**src/rtl/status_irq_regs.sv**
```systemverilog
module status_irq_regs #(
  parameter int REG_W  = 32,
  parameter int ADDR_W = 3,
  parameter bit LEGACY = 1'b0
) (
  input  logic              clk,
  input  logic              rst_n,
  input  logic [3:0]        op_event_i,
  input  logic [3:0]        fifo_live_i,
  input  logic [3:0]        core_err_i,
  input  logic [1:0]        clk_err_i,
  input  logic              reg_wr,
  input  logic [ADDR_W-1:0] reg_addr,
  input  logic [REG_W-1:0]  reg_wdata,
  output logic [REG_W-1:0]  reg_rdata,
  output logic              irq_o
);

  localparam int EV_LSB   = 8;
  localparam int LIVE_LSB = 4;
  localparam int CE_LSB   = 2;
  localparam int SE_LSB   = 0;

  localparam logic [ADDR_W-1:0] A_OP   = ADDR_W'(0);
  localparam logic [ADDR_W-1:0] A_MASK = ADDR_W'(1);
  localparam logic [ADDR_W-1:0] A_CEF  = ADDR_W'(2);
  localparam logic [ADDR_W-1:0] A_CEN  = ADDR_W'(3);
  localparam logic [ADDR_W-1:0] A_SEF  = ADDR_W'(4);
  localparam logic [ADDR_W-1:0] A_SEN  = ADDR_W'(5);

  localparam logic [3:0] CE_KEEP = LEGACY ? 4'b1110 : 4'b1111;

  logic [3:0] op_ev, op_mask, ce_flag, ce_en;
  logic [1:0] se_flag, se_en;

  wire wr_op  = reg_wr && (reg_addr == A_OP);
  wire wr_cef = reg_wr && (reg_addr == A_CEF);
  wire wr_cen = reg_wr && (reg_addr == A_CEN);
  wire wr_sef = reg_wr && (reg_addr == A_SEF);
  wire wr_sen = reg_wr && (reg_addr == A_SEN);

  wire [3:0] op_clr = wr_op  ? reg_wdata[EV_LSB +: 4] : 4'b0;
  wire [3:0] ce_clr = wr_cef ? reg_wdata[CE_LSB +: 4] : 4'b0;
  wire [1:0] se_clr = wr_sef ? reg_wdata[SE_LSB +: 2] : 2'b0;

  always_ff @(posedge clk) begin
    if (!rst_n) begin
      op_ev   <= '0;
      ce_flag <= '0;
      se_flag <= '0;
      ce_en   <= CE_KEEP;
      se_en   <= 2'b11;
    end else begin
      op_ev   <= (op_ev & ~op_clr) | op_event_i;
      ce_flag <= (ce_flag & ~ce_clr) | core_err_i;
      se_flag <= (se_flag & ~se_clr) | clk_err_i;
      if (wr_cen) ce_en <= reg_wdata[CE_LSB +: 4] & CE_KEEP;
      if (wr_sen) se_en <= reg_wdata[SE_LSB +: 2];
    end
  end

  generate
    if (LEGACY) begin : g_no_mask
      assign op_mask = 4'b0;
    end else begin : g_mask
      always_ff @(posedge clk) begin
        if (!rst_n)                              op_mask <= '0;
        else if (reg_wr && (reg_addr == A_MASK)) op_mask <= reg_wdata[EV_LSB +: 4];
      end
    end
  endgenerate

  always_comb begin
    reg_rdata = '0;
    case (reg_addr)
      A_OP: begin
        reg_rdata[EV_LSB +: 4]   = op_ev;
        reg_rdata[LIVE_LSB +: 4] = fifo_live_i;
      end
      A_MASK: reg_rdata[EV_LSB +: 4] = op_mask;
      A_CEF:  reg_rdata[CE_LSB +: 4] = ce_flag;
      A_CEN:  reg_rdata[CE_LSB +: 4] = ce_en;
      A_SEF:  reg_rdata[SE_LSB +: 2] = se_flag;
      A_SEN:  reg_rdata[SE_LSB +: 2] = se_en;
      default: reg_rdata = '0;
    endcase
  end

  assign irq_o = |(ce_flag & ce_en) | |(se_flag & se_en) | |(op_ev & ~op_mask);

  assert_event_wins_R7: assert property (@(posedge clk) disable iff (!rst_n)
    (op_event_i != 4'b0) |=> ((op_ev & $past(op_event_i)) == $past(op_event_i)));

  assert_op_sticky_R3: assert property (@(posedge clk) disable iff (!rst_n)
    !wr_op |=> ((op_ev & $past(op_ev)) == $past(op_ev)));

  assert_core_sticky_R5: assert property (@(posedge clk) disable iff (!rst_n)
    !wr_cef |=> ((ce_flag & $past(ce_flag)) == $past(ce_flag)));

  assert_irq_cause_R8: assert property (@(posedge clk) disable iff (!rst_n)
    $rose(irq_o) |-> ($past(op_event_i) != 4'b0 || $past(core_err_i) != 4'b0 ||
                      $past(clk_err_i) != 2'b0 || $past(reg_wr)));

endmodule

```
**config.mk**
```make
export PLATFORM = sky130hd
export DESIGN_NAME = status_irq_regs
export DESIGN_NICKNAME = d
export VERILOG_FILES = /design/src/rtl/status_irq_regs.sv
export SDC_FILE = /design/constraint.sdc
export NUM_CORES = 1
export LEC_CHECK = 0
export ABC_AREA = 1
export BUFFER_PORTS_ARGS = -buffer_cell sky130_fd_sc_hd__buf_2
export CORE_UTILIZATION = 41
export DETAILED_ROUTE_END_ITERATION = 16
export PLACE_DENSITY = 0.88
export RECOVER_POWER = 50
export SLEW_MARGIN = 5
export SYNTH_ARGS = -nofsm -noshare
export SYNTH_HDL_FRONTEND = slang
export SYNTH_SLANG_ARGS = --single-unit
```
**constraint.sdc**
```tcl
create_clock -name clk -period 0.9 [get_ports clk]
set_clock_uncertainty 0.05 [all_clocks]
set_input_delay 0.045 -clock clk [delete_from_list [all_inputs] [get_ports clk]]
set_output_delay 0.045 -clock clk [all_outputs]
set_load 0.01 [all_outputs]
```
; ---- After elaboration in Yosys (flattened, before gate mapping)
; Cells that the tools add are included.
[word_totals]
regBits = 20
input_bits = 52
out_inout_bits = 33
elab_cells = 44
[op_classes]
n_eq_ne = 5
n_mux = 8
n_bitwise = 15
n_reduce_logical = 10
[ops]
columns = operator, n
row1 = $and A4 B4 Y4, 4
row2 = $not A4 Y4, 3
row3 = $mux W4, 2
row4 = $or A4 B4 Y4, 2
row5 = $pmux W2 S2, 2
row6 = $pmux W4 S2, 1
row7 = $reduce_or A4 Y1, 2
row8 = $eq A3 B2 Y1 const B, 2
row9 = $eq A3 B3 Y1 const B, 2
row10 = $logic_and A1 B1 Y1, 6
row11 = $pmux W2 S3, 1
row12 = $and A2 B2 Y2, 2
row13 = $mux W2, 2
row14 = $eq A3 B1 Y1 const B, 1
row15 = $logic_not A3 Y1, 1
row16 = $not A2 Y2, 1
row17 = $or A1 B1 Y1, 2
row18 = $or A2 B2 Y2, 1
row19 = $reduce_or A2 Y1, 1

; ---- Logic depth before layout (Yosys ltp)
[depth]
word_depth = 6
ltp_mapped = 7
depth_no_buf = 7

; ---- Worst setup path after synthesis
; OpenSTA, ideal clock, no wires.
[synth_path]
path_type = in2out
from = input reg_addr[0]
to = output reg_rdata[10]
arrival_ps = 726
t_required_ps = 805
slack_ps = 79
path_stages = 4
n_path_buf = 1
path_cell_list = buf_4 nor2_4 nand2_2 o22ai_1
[synth_via]
elab_chain_cells = 2
word_cells_on_any_way = 3
cone_classes = eq/ne (1) / mux (1) / reduce/logical (1)
[synth_rtl]
columns = item, line_no
row1 = "start, declared", 13  ; input logic [ADDR_W-1:0] reg_addr,
row2 = $eq A3 B1 Y1 / $logic_not A3 Y1 (equally long branches), 75  ; case (reg_addr)
row3 = $pmux W4 S2 (*), 75
row4 = "end, declared", 15  ; output logic [REG_W-1:0] reg_rdata,
; Mark *: on every way between the ends. The rest lies on a longest branch, timed or not.

; ---- Worst setup path after layout
[layout_path]
from = register op_ev[2]
to = output irq_o
[layout_via]
elab_chain_cells = 3
[layout_rtl]
columns = item, line_no
row1 = "start, declared", 33  ; logic [3:0] op_ev, op_mask, ce_flag, ce_en;
row2 = "start signal, assigned", 54  ; op_ev <= (op_ev & ~op_clr) | op_event_i;
row3 = $and A4 B4 Y4, 89  ; assign irq_o = |(ce_flag & ce_en) | |(se_flag & se_en) | |(op_ev & ~op_mask);
row4 = $reduce_or A4 Y1, 89
row5 = $or A1 B1 Y1, 89
row6 = "end, declared", 16  ; output logic irq_o
; No other way between the ends.

==> impl_metrics.py <==
metrics = {
    "sta": {
        "post-route-min-period_ps": 1260,
        "setup_violations": 12,
        "hold_viol": 0,
        "slew_viol_final": 0,
        "setup_tns_ps": -2390,
        "period_share_pct": 140,
        "whs_ps": 64.2,
        "setup_ws_ps": -361,
        "fmax_ghz": 0.793,
        "rsz0062_at_grt": "true",
    },
    "detailed_routing": {
        "vias": 1405,
        "drt_wl_total_um": 3420,
        "vias_per_cell": 4.88,
        "first_iter_violations": 62,
        "drtPass1Iterations": 11,
        "drc": 14,
        "ant_nets": 0,
        "wl_per_cell_um": 11.9,
    },
    "yosys": {
        "yosys-top-cells-count": "nand2_1, buf_4, dfxtp_1, inv_1, nor2_1",
        "synth-seq-cells": 20,
        "synth.most_common_cell": "nand2_1",
        "yosysSeqAreaShare_pct": 32.4,
        "ys.flop_type": "dfxtp_1",
        "yosysTopAreaCell": "dfxtp_1",
        "yosysUniqueCellTypes": 25,
        "synth.area.top_cells": "dfxtp_1, buf_4, nand2_1",
        "yosys_warnings": 0,
        "synthArstFlopShare_pct": 0,
        "synth_top_area_share_pct": 32.4,
        "netlist_instances": 172,
        "syn_area_um2": 1230,
        "synth.avg_cell_area_um2": 7.18,
        "synth_edf_count": 0,
    },
    "finish": {
        "syn_to_final_growth_pct": 56.9,
        "drive_above_1_share_pct": 44.4,
        "fin_cells": 288,
        "fin_area_um2": 1940,
        "fillerInstances": 241,
        "diodes": 0,
        "layout.nets": 311,
    },
    "floorplanning": {
        "dieArea_um2": 3240,
        "ioPinCount": 85,
        "die_h_um": 56.9,
        "initial_core_util_pct": 44.0,
        "row_count": 19,
        "dieWidth_um": 56.9,
        "coreArea_um2": 2810,
    },
    "worst_setup_path": {
        "critPathMaxFanout": 2,
        "worstReg2RegEnd": "se_flag[1]",
        "crit_buf_inv": 2,
        "rrSetupSlack_ps": 20,
        "slowest_stage": "dfxtp_1",
        "arrival_ps": 1170,
        "cp-start-kind": "flop",
        "cp.required_ps": 810,
        "end_kind": "output pin",
        "path_cells": "inv_1 -> o22ai_2 -> nor3_2 -> nand2_1 -> buf_2",
        "worstRegToRegCells": 4,
        "regToRegStartpoint": "se_flag[1]",
        "criticalPathCategory": "reg -> out",
        "critPathMaxStageDelay_ps": 320,
        "cpLargestDelayFamily": "flip-flops",
    },
    "worst_hold_path": {
        "worst_hold_startpoint": "rst_n",
        "min_path_cells": 3,
        "holdPathEnd": "ce_en[2]",
        "min_path_type": "in -> reg",
    },
    "placed_design": {
        "place_area_um2": 1580,
        "gp_congestion": 0.832,
        "io_buffer_count": 42,
        "dp.cells": 265,
        "hpwlAfterDp_um": 2250,
    },
    "global_route": {
        "gr-total-overflow": 0,
        "grt_max_degree": 12,
        "grt_first_pass_wirelength_um": 5460,
        "track_usage_pct": 21.7,
        "grt_pass1_vias": 1284,
        "grt_antenna_before_repair": 0,
    },
    "cts": {
        "cts.sinks": 20,
        "clkTransAtPathRegs_ps": 110,
        "root_buffer": "clkbuf_4",
        "cts.path.max_buffers": 2,
        "cts_buffers": 3,
        "clkLatencyLatePin_ps": 300,
        "htree_levels": 1,
        "cts_tree": "built",
    },
    "power": {
        "peakVddDrop_v": 0.00106,
        "power_density_nw_per_um2": 1030,
        "total_leakage_power_uw": 0.00100,
    },
    "outcome": {
        "violations": "DRC, setup timing",
        "status": "finished with violations",
    },
    "job": {
        "cap_violations": 0,
    },
}
report_power, final:
group          switching, µW  total, µW  internal [µW]
logic                    305        609            304
clock network            263        419            156
registers               31.2        972            940
total                    599       2000           1400
how the worst max path moves through the flow:
| stage | from | end | slack [ps] | cells past startpoint |
|---|---|---|---|---|
| floorplan | reg_addr[0] | reg_rdata[10] | 80 | 4 |
| global placement | reg_addr[1] | reg_rdata[2] | -40 | 7 |
| detailed placement | reg_addr[1] | se_en[1] | -100 | 6 |
| CTS | ce_flag[1] | irq_o | -370 | 4 |
| global route | ce_flag[1] | irq_o | -420 | 4 |
| finish | op_ev[2] | irq_o | -360 | 5 |
timing repair:
action,in CTS,in global routing
endpoints found under the hold margin,20,0
buffers inserted,0,1
pin swaps,9,10
cloned,0,0
resized for setup,26,27
hold buffers,20,0
setup endpoints to repair,11,12
per-layer routing:
layer  track usage (%)  share of wire (%)
met1              25.8                 40
met2              38.2                 52
met3              4.38                6.3
met4              8.01                1.6
met5                 0                  0
state kept, by name, summed over array words and instances, names as in the netlist:
signal	flops
ce_flag	4
op_mask	4
ce_en	4
op_ev	4
se_flag	2
se_en	2
worst min-delay path: stages:
cell,delay (ps)
buf_2,100
buf_4,160
nand3_1,80
per-stage QoR:
step / setup slack (ps) / power, µW / utilization, %
final: -361 / 2000 / 69.1
after global routing: -421 / 2120 / 69.1
after CTS: -371 / 1970 / 66.5
after detailed placement: -104 / 1450 / 56.4
after global placement: -44.8 / 1450 / 56.4
after floorplan: 79.4 / 1300 / -
cell families (layout without fill, tap and decap cells):
group,count (synthesis),after routing,synth area share (%)
and+or+nand+nor,74,74,32.3
buffers and inverters,49,115,22.2
AOI/OAI and AO/OA,28,28,12.8
DFF,20,20,32.4
other,1,20,0.304
cell usage in the layout, fill, tap and decap left out, drive strengths merged:
master	Yosys	routed
nor3	6	6
a21oi	11	11
nor2	18	18
buf	23	64
a22o	3	3
o22ai	5	5
nand3	11	11
nand4	10	10
dfxtp	20	20
conb	1	20
o21ai	9	9
clkbuf	2	7
dlygate4sd3	0	20
inv	24	24
nand2	29	29
final cells by class:
type,count,area (µm²),area share [%]
inverter,24,92.6,4.78
sequential,20,418,21.6
tap,31,38.8,2.00
timing repair buffer,88,671,34.6
multi-input combinational,122,696,35.9
clock buffer,3,22.5,1.16
Note: power is estimated with default switching activity, not from simulation.
